`src/rtl/ldet_pkg.sv`:
```
// Shared types for the PLL lock detector.
package ldet_pkg;
    // Band a phase-error sample falls into, relative to the two thresholds.
    typedef enum logic [1:0] {
        BAND_SMALL = 2'd0,   // below acquire threshold
        BAND_MID   = 2'd1,   // acquire threshold .. release threshold
        BAND_LARGE = 2'd2    // above release threshold
    } err_band_t;
endpackage

```
`src/rtl/ldet_classify.sv`:
```
// Sorts one phase-error sample into a hysteresis band.
// Assumes ACQ_TH <= LOSE_TH and both fit in ERR_W bits.
module ldet_classify
    import ldet_pkg::*;
#(
    parameter int ERR_W   = 8,
    parameter int ACQ_TH  = 15,
    parameter int LOSE_TH = 25
) (
    input  logic [ERR_W-1:0] phase_err,
    output err_band_t        band
);
    localparam logic [ERR_W-1:0] ACQ_V  = ERR_W'(ACQ_TH);
    localparam logic [ERR_W-1:0] LOSE_V = ERR_W'(LOSE_TH);

    // Purpose: compare the sample against both thresholds.
    always_comb begin
        if (phase_err < ACQ_V)       band = BAND_SMALL;
        else if (phase_err > LOSE_V) band = BAND_LARGE;
        else                         band = BAND_MID;
    end
endmodule

```
`src/rtl/ldet_run_counter.sv`:
```
// Counts consecutive good strobes and reports when the run is long enough.
// Assumes `advance` and `clear` are never high together.
module ldet_run_counter #(
    parameter int COUNT_LO = 3,
    parameter int COUNT_HI = 5,
    localparam int CNT_W   = $clog2(COUNT_HI + 1)
) (
    input  logic clk,
    input  logic rst_n,
    input  logic advance,
    input  logic clear,
    input  logic need_five,
    output logic reached
);
    localparam logic [CNT_W:0] TGT_LO = (CNT_W+1)'(COUNT_LO);
    localparam logic [CNT_W:0] TGT_HI = (CNT_W+1)'(COUNT_HI);

    logic [CNT_W-1:0] count_q;
    logic [CNT_W:0]   next_len;
    logic [CNT_W:0]   target;

    // Purpose: length of the run if this strobe is good, and the target length for the current mode.
    always_comb begin
        next_len = {1'b0, count_q} + 1'b1;
        target   = need_five ? TGT_HI : TGT_LO;
        reached  = advance && (next_len >= target);
    end

    // Purpose: hold the run length; it restarts when the run fails or completes.
    always_ff @(posedge clk) begin
        if (!rst_n)           count_q <= '0;
        else if (clear)       count_q <= '0;
        else if (advance)     count_q <= reached ? '0 : next_len[CNT_W-1:0];
    end
endmodule

```
`src/rtl/ldet_state.sv`:
```
// Lock flag register with hysteresis control of the run counter.
// Assumes `band` and `reached` are valid in cycles where `strobe` is high.
module ldet_state
    import ldet_pkg::*;
(
    input  logic      clk,
    input  logic      rst_n,
    input  logic      strobe,
    input  err_band_t band,
    input  logic      reached,
    output logic      run_adv,
    output logic      run_clr,
    output logic      locked
);
    // Purpose: steer the run counter; it only counts while unlocked.
    always_comb begin
        run_adv = strobe && !locked && (band == BAND_SMALL);
        run_clr = strobe && (locked ? (band == BAND_LARGE) : (band != BAND_SMALL));
    end

    // Purpose: set the flag on a completed run, clear it on a large error.
    always_ff @(posedge clk) begin
        if (!rst_n)                                       locked <= 1'b0;
        else if (!locked && run_adv && reached)           locked <= 1'b1;
        else if (locked && strobe && band == BAND_LARGE)  locked <= 1'b0;
    end
endmodule

```
`src/rtl/pll_lock_detect.sv`:
```
// Top of the PLL lock detector: classifier, run counter and lock state.
// Assumes one pd_strobe pulse per phase-detector cycle, with phase_err valid alongside it.
module pll_lock_detect
    import ldet_pkg::*;
#(
    parameter int ERR_W    = 8,
    parameter int ACQ_TH   = 15,
    parameter int LOSE_TH  = 25,
    parameter int COUNT_LO = 3,
    parameter int COUNT_HI = 5
) (
    input  logic             clk,
    input  logic             rst_n,
    input  logic             pd_strobe,
    input  logic [ERR_W-1:0] phase_err,
    input  logic             need_five,
    output logic             lock_o
);
    err_band_t band;
    logic      reached;
    logic      run_adv;
    logic      run_clr;

    ldet_classify #(.ERR_W(ERR_W), .ACQ_TH(ACQ_TH), .LOSE_TH(LOSE_TH)) u_class (
        .phase_err (phase_err),
        .band      (band)
    );

    ldet_run_counter #(.COUNT_LO(COUNT_LO), .COUNT_HI(COUNT_HI)) u_run (
        .clk       (clk),
        .rst_n     (rst_n),
        .advance   (run_adv),
        .clear     (run_clr),
        .need_five (need_five),
        .reached   (reached)
    );

    ldet_state u_state (
        .clk     (clk),
        .rst_n   (rst_n),
        .strobe  (pd_strobe),
        .band    (band),
        .reached (reached),
        .run_adv (run_adv),
        .run_clr (run_clr),
        .locked  (lock_o)
    );
endmodule

```
`config.mk`:
```
export PLATFORM = sky130hd
export DESIGN_NAME = pll_lock_detect
export DESIGN_NICKNAME = d
export VERILOG_FILES = /design/src/rtl/ldet_pkg.sv /design/src/rtl/ldet_classify.sv /design/src/rtl/ldet_run_counter.sv /design/src/rtl/ldet_state.sv /design/src/rtl/pll_lock_detect.sv
export SDC_FILE = /design/constraint.sdc
export NUM_CORES = 1
export LEC_CHECK = 0
export BUFFER_PORTS_ARGS = -buffer_cell sky130_fd_sc_hd__clkbuf_2
export CORE_AREA = 2 2 39 41
export DETAILED_ROUTE_END_ITERATION = 12
export DIE_AREA = 0 0 41 43
export PLACE_DENSITY = 0.52
export SLEW_MARGIN = 0
export SYNTH_ARGS = -nofsm -noshare
export SYNTH_HDL_FRONTEND = slang
export SYNTH_HIERARCHICAL = 1
export SYNTH_SLANG_ARGS = --single-unit
```
`constraint.sdc`:
```
create_clock -name clk -period 3.25 [get_ports clk]
set_input_delay 0.1625 -clock clk [delete_from_list [all_inputs] [get_ports clk]]
set_output_delay 0.1625 -clock clk [all_outputs]
set_load 0.05 [all_outputs]
```
After elaboration in Yosys (flattened, before gate mapping)
Cells that the tools add are included.
{ "word_totals": {"ff_bits": 4, "inputBits": 12, "wordCells": 28} }
{ "op_classes": {"n_addsub": 1, "n_lt_le_gt_ge": 3, "eq_ne": 1, "n_mux": 7, "bitwise": 1, "n_reduce_logical": 13} }
{ "ops": {"columns": ["op", "n"], "rows": [
  ["$gt 8x5->1 const B", 1],
  ["$logic_and 1x1->1", 8],
  ["$lt 8x4->1 const B", 1],
  ["$mux 3", 2],
  ["$add 3x1->4 const B", 1],
  ["$ge 4x4->1", 1],
  ["$mux 2", 2],
  ["$reduce_bool 2->1", 2],
  ["$mux 1", 3],
  ["$eq 2x2->1 const B", 1],
  ["$logic_not 2->1", 1],
  ["$reduce_or 2->1", 1],
  ["$logic_not 1->1", 1],
  ["$not 1->1", 1]
]} }

Depth between registers and ports, before layout
Gate-level depths: netlist of run 1.
{ "depth": {"depth_word": 8, "mapped_depth": 8, "mapped_depth_nobuf": 8} }

Modules after synthesis
The synthesis of run 1 kept the hierarchy.
{ "by_module_without_submodules": {"columns": ["mod", "n_inst", "cells_each", "area_each_um2", "seq_area_each_um2"], "rows": [
  ["ldet_run_counter", 1, 25, 234.0, 60.1],
  ["ldet_state", 1, 8, 76.3, 20.0],
  ["ldet_classify", 1, 8, 50.0, 0.0]
]} }

Least setup slack after synthesis of run 1
OpenSTA, ideal clock, no wires.
{ "synth_path": {"path_type": "reg-to-reg", "from": "register u_run.count_q[0]", "to": "register u_state.locked", "setup_ns": 0.116, "t_arrival_ns": 2.006, "required_time_ns": 3.134, "path_slack_ns": 1.127, "path_stages_with_launch": 9, "n_path_buf": 0, "path_cell_list": "dfxtp_1 ha_1 xor2_1 ha_1 and3b_2 a311oi_4 a21boi_0 and3b_1 o211a_1"} }
{ "synth_between": {"elab_chain_cells": 5, "word_cells_on_any_way": 6, "classes_between": "1 x add/sub; 1 x order compare; 1 x mux; 3 x reduce/logical"} }
{ "synth_rtl": {"columns": ["element", "line", "source"], "rows": [
  ["start, declared", "ldet_run_counter.sv:18", "logic [CNT_W-1:0] count_q;"],
  ["start signal, assigned", "ldet_run_counter.sv:33", "else if (advance) count_q <= reached ? '0 : next_len[CNT_W-1:0];"],
  ["$add 3x1->4 *", "ldet_run_counter.sv:24", "next_len = {1'b0, count_q} + 1'b1;"],
  ["$ge 4x4->1 *", "ldet_run_counter.sv:26", "reached = advance && (next_len >= target);"],
  ["$logic_and 1x1->1 *", "ldet_run_counter.sv:26", null],
  ["via reached", "pll_lock_detect.sv:20", "logic reached;"],
  ["$logic_and 1x1->1 *", "ldet_state.sv:24", "else if (!locked && run_adv && reached) locked <= 1'b1;"],
  ["$mux 1 / $reduce_bool 2->1 (equally long branches)", null, null],
  ["end signal, assigned", "ldet_state.sv:23", "if (!rst_n) locked <= 1'b0;"],
  ["end signal, assigned", "ldet_state.sv:24", null],
  ["end signal, assigned", "ldet_state.sv:25", "else if (locked && strobe && band == BAND_LARGE) locked <= 1'b0;"],
  ["end, declared", "ldet_state.sv:13", "output logic locked"]
]} }
Mark *: on every way through the listed nets, which the timed path passes. The rest lies on a longest branch.
A chain may end at the register's enable or synchronous reset.

Worst setup path in the final report of run 1
Same ends and word-level chain as after synthesis.

==> metrics.log, run 1 <==
INFO  metric worst_relative_slew_slack = 77.61%
INFO  metric chipWidth = 41 um
INFO  metric area.growth.synth_to_final = 30.56%
INFO  metric synthDominantAreaCellType = sky130_fd_sc_hd__dfxtp_1
INFO  metric synthesis.nets = 55
INFO  metric clkLatencyLatePin = 0.23 ns
INFO  metric drive_above_1_share = 33.33%
INFO  metric setup_violations = 0
INFO  metric worst_ep_arrival_time = 2.40 ns
INFO  metric drc_errors = 0
INFO  metric htreeDepth = 1
INFO  metric wl_per_cell = 9.192 um
INFO  metric period_minus_slack = 2.278 ns
INFO  metric die_area = 0.001763 mm^2
INFO  metric finalHoldViolCount = 0
INFO  metric place_worst_setup_slack = 0.9330 ns
INFO  metric synth.lib_cells_used.distinct = 25
INFO  metric overflow = 0
INFO  metric finalNetCount = 73
INFO  metric setup_total_neg_slack = 0 ns
INFO  metric cts_hold_repair.buffers = 0
INFO  metric final_common_cell = sky130_fd_sc_hd__clkbuf_2
INFO  metric utilization = 34.00%
INFO  metric ioPinCount = 13
INFO  metric synthesis.area_per_instance = 8.789 um^2
INFO  metric wl = 671 um
INFO  metric gp_congestion = 0.6006
INFO  metric unrepaired_setup_endpoints_after_global_routing = no
INFO  metric ys_seq_area_share = 22.22%
INFO  metric worst_setup_path_end_kind = flip-flop
INFO  metric critical_path_start_type = flip-flop
INFO  metric crit_path_top_delay_cell = sky130_fd_sc_hd__dfxtp_1
INFO  metric number_of_clock_buffers_inserted_by_tritoncts = 3
INFO  metric grt_first_pass_wirelength = 1242 um
INFO  metric critPathMostFrequentCell = sky130_fd_sc_hd__ha_1
INFO  metric tritoncts = built
INFO  metric max-clock-path-buffers = 2
INFO  metric via_per_inst = 4.973
INFO  metric postCtsResizedCells = 0
INFO  metric layout_setup_ws = 0.9724 ns
INFO  metric critical_path.max_fanout = 5
INFO  metric setup.worst_path.class = reg -> reg
INFO  metric synth.ff_latch_count = 4
INFO  metric run_status = completed
INFO  metric dieHeight = 43 um
INFO  metric hold_start = rst_n
INFO  metric crit_chain = ha_1, xor2_1, ha_1, and3b_2, a311oi_4, a21boi_0, and3b_1, o211a_1
INFO  metric worst-slew-pin-transition = 0.3323 ns
INFO  metric placeable_core_area = 0.001384 mm^2
INFO  metric grt_util_all_layers = 10.43%
INFO  metric number_of_vias_after_detailed_routing = 363
INFO  metric fp-row-count = 14
INFO  metric critical_path.max_stage_delay = 0.39 ns
INFO  metric ir_drop = 149.9 uV
INFO  metric cap_viol_max_count = 0
INFO  metric netlist.area_leader.share = 22.22%
INFO  metric drt_iter0_drc = 1
INFO  metric worst_path_dominant_cell_family = compound AO/OA/AOI/OAI gates
INFO  metric worst_setup_path_startpoint = u_run/count_q[0]
INFO  metric worst_ep_required_time = 3.37 ns
INFO  metric worst_clock_skew = 0.002914 ns
INFO  metric detailed_router_iteration_count_before_antenna_repair = 2
INFO  metric synthesis.yosys.warnings = 6
INFO  metric number_of_global_route_vias_before_repair = 335
INFO  metric clk_pin_slew_worst_paths = 0.04 ns
INFO  metric final_max_slew_violation_count = 0
INFO  metric cts.root.buffer_cell = sky130_fd_sc_hd__clkbuf_4
INFO  metric clock_sink_count = 4
INFO  metric min_path_type = in -> reg
INFO  metric io_buffer_count = 12
INFO  metric fmax = 439.1 MHz
INFO  metric antenna_violations_before_repair = 0
INFO  metric floorplan.initialDensity = 26.04%
INFO  metric path_buf_inv = 0
INFO  metric reg2reg_from = u_run/count_q[0]
INFO  metric cts_setup_buffers = 0
INFO  metric final_antenna_net_count = 0
INFO  metric power.leakage = 0.2111 nW
INFO  metric synthCells = 41
INFO  metric final.period_utilization = 70.08%
INFO  metric maximum_number_of_pins_on_one_net_before_global_route_repair = 8
INFO  metric synthTopCellsByArea = sky130_fd_sc_hd__dfxtp_1 (22%), sky130_fd_sc_hd__a311oi_4 (7.3%), sky130_fd_sc_hd__ha_1 (6.9%)
INFO  metric syn-cell-area = 360.3 um^2
INFO  metric antenna-diode-count = 0
INFO  metric most-common-layout-cells = sky130_fd_sc_hd__clkbuf_2 (12), sky130_fd_sc_hd__nand2b_1 (4), sky130_fd_sc_hd__dfxtp_1 (4)
INFO  metric cellPowerDensity = 280.7 mW/mm^2
INFO  metric post-dp-hpwl = 576.4 um
-- routing by layer --
metal	wire, um	part of all wire, %	GRT usage (%)	vias to the layer above
met1	302	45	11.86	157
met5	0	0	0	-
met3	58	8.6	6.283	0
li1	-	-	-	191
met4	0	0	2.000	0
met2	309	46	16.25	15
-- cell type report --
type | instances | area [um^2]
Inverter | 3 | 11.26
Tap cell | 16 | 20.02
Sequential cell | 4 | 80.08
Timing Repair Buffer | 13 | 67.56
Multi-Input combinational cell | 34 | 269.0
Fill cell | 155 | 913.4
Clock buffer | 3 | 22.52
-- Yosys cell counts --
| cell | count |
|---|---|
| sky130_fd_sc_hd__a21boi_0 | 1 |
| sky130_fd_sc_hd__or4_1 | 1 |
| sky130_fd_sc_hd__o21ai_0 | 2 |
| sky130_fd_sc_hd__o211a_1 | 1 |
| sky130_fd_sc_hd__nand4_1 | 2 |
| sky130_fd_sc_hd__nand3_1 | 2 |
| sky130_fd_sc_hd__nor4b_1 | 2 |
| sky130_fd_sc_hd__or2_4 | 1 |
| sky130_fd_sc_hd__and3b_1 | 1 |
| sky130_fd_sc_hd__a21oi_1 | 2 |
| sky130_fd_sc_hd__nand2_1 | 1 |
| sky130_fd_sc_hd__o2bb2ai_1 | 1 |
| sky130_fd_sc_hd__a21boi_1 | 1 |
| sky130_fd_sc_hd__or2b_1 | 2 |
| sky130_fd_sc_hd__nand4b_1 | 2 |
| sky130_fd_sc_hd__nor3_1 | 1 |
| sky130_fd_sc_hd__dfxtp_1 | 4 |
| sky130_fd_sc_hd__a311oi_4 | 1 |
| sky130_fd_sc_hd__nand3b_1 | 1 |
| sky130_fd_sc_hd__and3b_2 | 1 |
| sky130_fd_sc_hd__ha_1 | 2 |
| sky130_fd_sc_hd__a31oi_1 | 1 |
| sky130_fd_sc_hd__nand2b_1 | 4 |
| sky130_fd_sc_hd__xor2_1 | 1 |
| sky130_fd_sc_hd__inv_1 | 3 |
-- through the flow --
step	hold WS [ns]	std cells	cell area [um^2]	power, mW
6_report	0.1650	73	470.5	0.1321
5_1_grt	0.1513	73	470.5	0.1452
4_1_cts	0.1586	73	470.5	0.1368
3_5_place_dp	0.4104	70	447.9	0.07171
3_3_place_gp	0.4017	70	447.9	0.07146
2_1_floorplan	0.2959	41	360.3	0.06154
-- registers in the layout, summed over array words and instances (netlist names) --
signal,count
u_state/locked,1
u_run/count_q,3
-- report_power, final --
group	total (mW)	switching, mW	internal [mW]
registers	0.0498	0.000247	0.0496
logic	0.0208	0.00942	0.0114
clock network	0.0615	0.0202	0.0413
total	0.132	0.0298	0.102
-- logic make-up after synthesis --
group | synth area share [%]
AO/OA/AOI/OAI | 23.96
XOR/XNOR | 2.431
adder cells (fa/ha/maj) | 6.943
buffers and inverters | 3.125
flip-flops | 22.22
AND/OR/NAND/NOR | 41.32
-- worst paths after layout --
check | to | depth (start not counted) | slack, ns
hold / removal | u_state/locked | 2 | 0.16
setup reg to reg | u_state/locked | 8 | 0.97
setup / recovery | u_state/locked | 8 | 0.97
hold reg to reg | u_run/count_q[0] | 2 | 0.53
No activity file was read; power rests on OpenSTA's default activity.
==> run 2: changes to the inputs <==
==> constraint.sdc (replaced) <==
create_clock -name clk -period 2.4 [get_ports clk]
set_input_delay 0.12 -clock clk [delete_from_list [all_inputs] [get_ports clk]]
set_output_delay 0.12 -clock clk [all_outputs]
set_load 0.05 [all_outputs]
==> metrics.log, run 2 (same netlist as run 1, synthesis figures left out) <==
INFO  metric run_status = completed
INFO  metric clock_sink_count = 4 (unchanged)
INFO  metric antenna-diode-count = 0 (unchanged)
INFO  metric grt_util_all_layers = 10.82% (+0.39 points)
INFO  metric final_cell_count_no_fill = 73 (unchanged)
INFO  metric die_area = 0.001763 mm^2 (unchanged)
INFO  metric maximum_number_of_pins_on_one_net_before_global_route_repair = 8 (unchanged)
INFO  metric via_per_inst = 5.041 (+1.4%)
INFO  metric drc_errors = 0 (unchanged)
INFO  metric most-common-layout-cells = sky130_fd_sc_hd__clkbuf_2 (12), sky130_fd_sc_hd__nand2b_1 (4), sky130_fd_sc_hd__dfxtp_1 (4)
INFO  metric overflow = 0 (unchanged)
INFO  metric ir_drop = 164.4 uV (+9.7%)
INFO  metric fp-row-count = 14 (unchanged)
INFO  metric final_max_slew_violation_count = 0 (unchanged)
INFO  metric hold_start = rst_n
INFO  metric fin_hold_ws = 0.1187 ns (-0.04622 ns)
INFO  metric top_register = u_run/count_q
INFO  metric final_design_area_no_fill = 470.5 um^2 (unchanged)
INFO  metric number_of_global_route_vias_before_repair = 340 (+1.5%)
INFO  metric floorplan.initialDensity = 26.04% (unchanged)
INFO  metric largest_register_ffs = 3 (unchanged)
INFO  metric final_common_cell = sky130_fd_sc_hd__clkbuf_2
INFO  metric worst_setup_path_end_kind = flip-flop
INFO  metric fmax = 459.6 MHz (+4.7%)
INFO  metric setup.worst_path.class = reg -> reg
INFO  metric clk_pin_slew_worst_paths = 0.04 ns (about the same)
INFO  metric detailed_router_iteration_count_before_antenna_repair = 4 (+2)
INFO  metric timing.reg2reg.setup_slack = 0.22 ns (-0.75 ns)
INFO  metric utilization = 34.00% (unchanged)
INFO  metric postCtsResizedCells = 0 (unchanged)
INFO  metric area.growth.synth_to_final = 30.56% (unchanged)
INFO  metric post-dp-hpwl = 606.7 um (+5.3%)
INFO  metric layout_top_registers = u_run/count_q (3), u_state/locked (1)
INFO  metric place_worst_setup_slack = 0.2101 ns (-0.7229 ns)
INFO  metric final.period_utilization = 90.66% (+21 points)
INFO  metric crit-reg2reg-capture = u_state/locked
INFO  metric dieHeight = 43 um (unchanged)
INFO  metric cts.root.buffer_cell = sky130_fd_sc_hd__clkbuf_4
INFO  metric finalHoldViolCount = 0 (unchanged)
INFO  metric r2r.worst_path.cells = 8 (unchanged)
INFO  metric worst_clock_skew = 0.003180 ns (+0.0002652 ns)
INFO  metric wl = 732 um (+9.1%)
INFO  metric timing.hold.worst_path_depth = 2 (unchanged)
INFO  metric dpl_cell_area = 447.9 um^2 (unchanged)
INFO  metric critical_path.max_fanout = 6 (+1)
INFO  metric drt_iter0_drc = 2 (+1)
INFO  metric clkLatencyLatePin = 0.23 ns (about the same)
INFO  metric setup_total_neg_slack = 0 ns (unchanged)
INFO  metric chipWidth = 41 um (unchanged)
INFO  metric htreeDepth = 1 (unchanged)
INFO  metric cts_hold_repair.buffers = 0 (unchanged)
INFO  metric setup_violations = 0 (unchanged)
INFO  metric reg2reg_from = u_run/count_q[1]
INFO  metric cts_setup_buffers = 0 (unchanged)
INFO  metric worst_ep_required_time = 2.53 ns (-0.84 ns)
INFO  metric placedCellCount = 70 (unchanged)
INFO  metric min_path_type = in -> reg
INFO  metric layout_setup_ws = 0.2242 ns (-0.7482 ns)
INFO  metric gp_congestion = 0.6833 (+14%)
INFO  metric worst_hold_path.endpoint = u_state/locked
INFO  metric cellPowerDensity = 384.7 mW/mm^2 (+37%)
INFO  metric grt_first_pass_wirelength = 1283 um (+3.3%)
INFO  metric period_minus_slack = 2.176 ns (-0.1018 ns)
INFO  metric number_of_clock_buffers_inserted_by_tritoncts = 3 (unchanged)
INFO  metric final_antenna_net_count = 0 (unchanged)
INFO  metric number_of_vias_after_detailed_routing = 368 (+1.4%)
INFO  metric placeable_core_area = 0.001384 mm^2 (unchanged)
INFO  metric finalNetCount = 73 (unchanged)
INFO  metric io_buffer_count = 12 (unchanged)
INFO  metric worst-slew-pin-transition = 0.9604 ns (+0.6281 ns)
INFO  metric drive_above_1_share = 33.33% (unchanged)
INFO  metric power.leakage = 0.2102 nW (-0.43%)
INFO  metric critical_path_start_type = flip-flop
INFO  metric unrepaired_setup_endpoints_after_global_routing = no
INFO  metric ioPinCount = 13 (unchanged)
INFO  metric cap_viol_max_count = 0 (unchanged)
INFO  metric worst_relative_slew_slack = 35.07% (-43 points)
INFO  metric tritoncts = built
INFO  metric antenna_violations_before_repair = 0 (unchanged)
INFO  metric max-clock-path-buffers = 2 (unchanged)
INFO  metric p_total = 181.0 uW (+37%)
INFO  metric worst_ep_arrival_time = 2.30 ns (-0.10 ns)
INFO  metric wl_per_cell = 10.03 um (+9.1%)
[run 2: cell counts in the layout (fill, tap and decap cells not counted)]
Identical to the previous run, type by type.
[run 2: worst max path at each step]
stage | startpoint | cells past startpoint | endpoint | slack, ns
final | u_run/count_q[1] | 8 | u_state/locked | 0.22
after global routing | u_run/count_q[1] | 8 | u_state/locked | 0.04
after CTS | u_run/count_q[1] | 8 | u_state/locked | 0.21
after detailed placement | u_run/count_q[1] | 8 | u_state/locked | 0.21
after global placement | u_run/count_q[1] | 8 | u_state/locked | 0.20
after floorplan | u_run/count_q[0] | 8 | u_state/locked | 0.28
[run 2: area by class of cell]
class                   count  area, um^2
clock buffers               3       22.52
fillers                   154       913.4
inverters                   3       11.26
multi-input cells          34       269.0
flip-flops and latches      4       80.08
well taps                  16       20.02
repair buffers             13       67.56
[run 2: per-layer routing]
layer  vias to the layer above  wire length [um]  global-route usage [%]
met5                         -                 0                       0
met4                         0                 0                   4.000
met3                         0                44                   6.283
met2                        13               342                   16.25
met1                       163               344                   12.14
li1                        192                 -                       -
[run 2: worst max-delay path: stages (launching register included)]
cell                       delay (ns)
sky130_fd_sc_hd__dfxtp_1         0.39
sky130_fd_sc_hd__ha_1            0.22
sky130_fd_sc_hd__xor2_1          0.16
sky130_fd_sc_hd__ha_1            0.28
sky130_fd_sc_hd__and3b_2         0.25
sky130_fd_sc_hd__a311oi_4        0.27
sky130_fd_sc_hd__a21boi_0        0.12
sky130_fd_sc_hd__and3b_1         0.18
sky130_fd_sc_hd__o211a_1         0.19
[run 2: power breakdown]
part           total [mW]  leakage [nW]  internal (mW)  switching (mW)
clock              0.0839        0.0138         0.0560          0.0279
sequential         0.0674        0.0322         0.0671        0.000319
combinational      0.0297         0.164         0.0161          0.0137
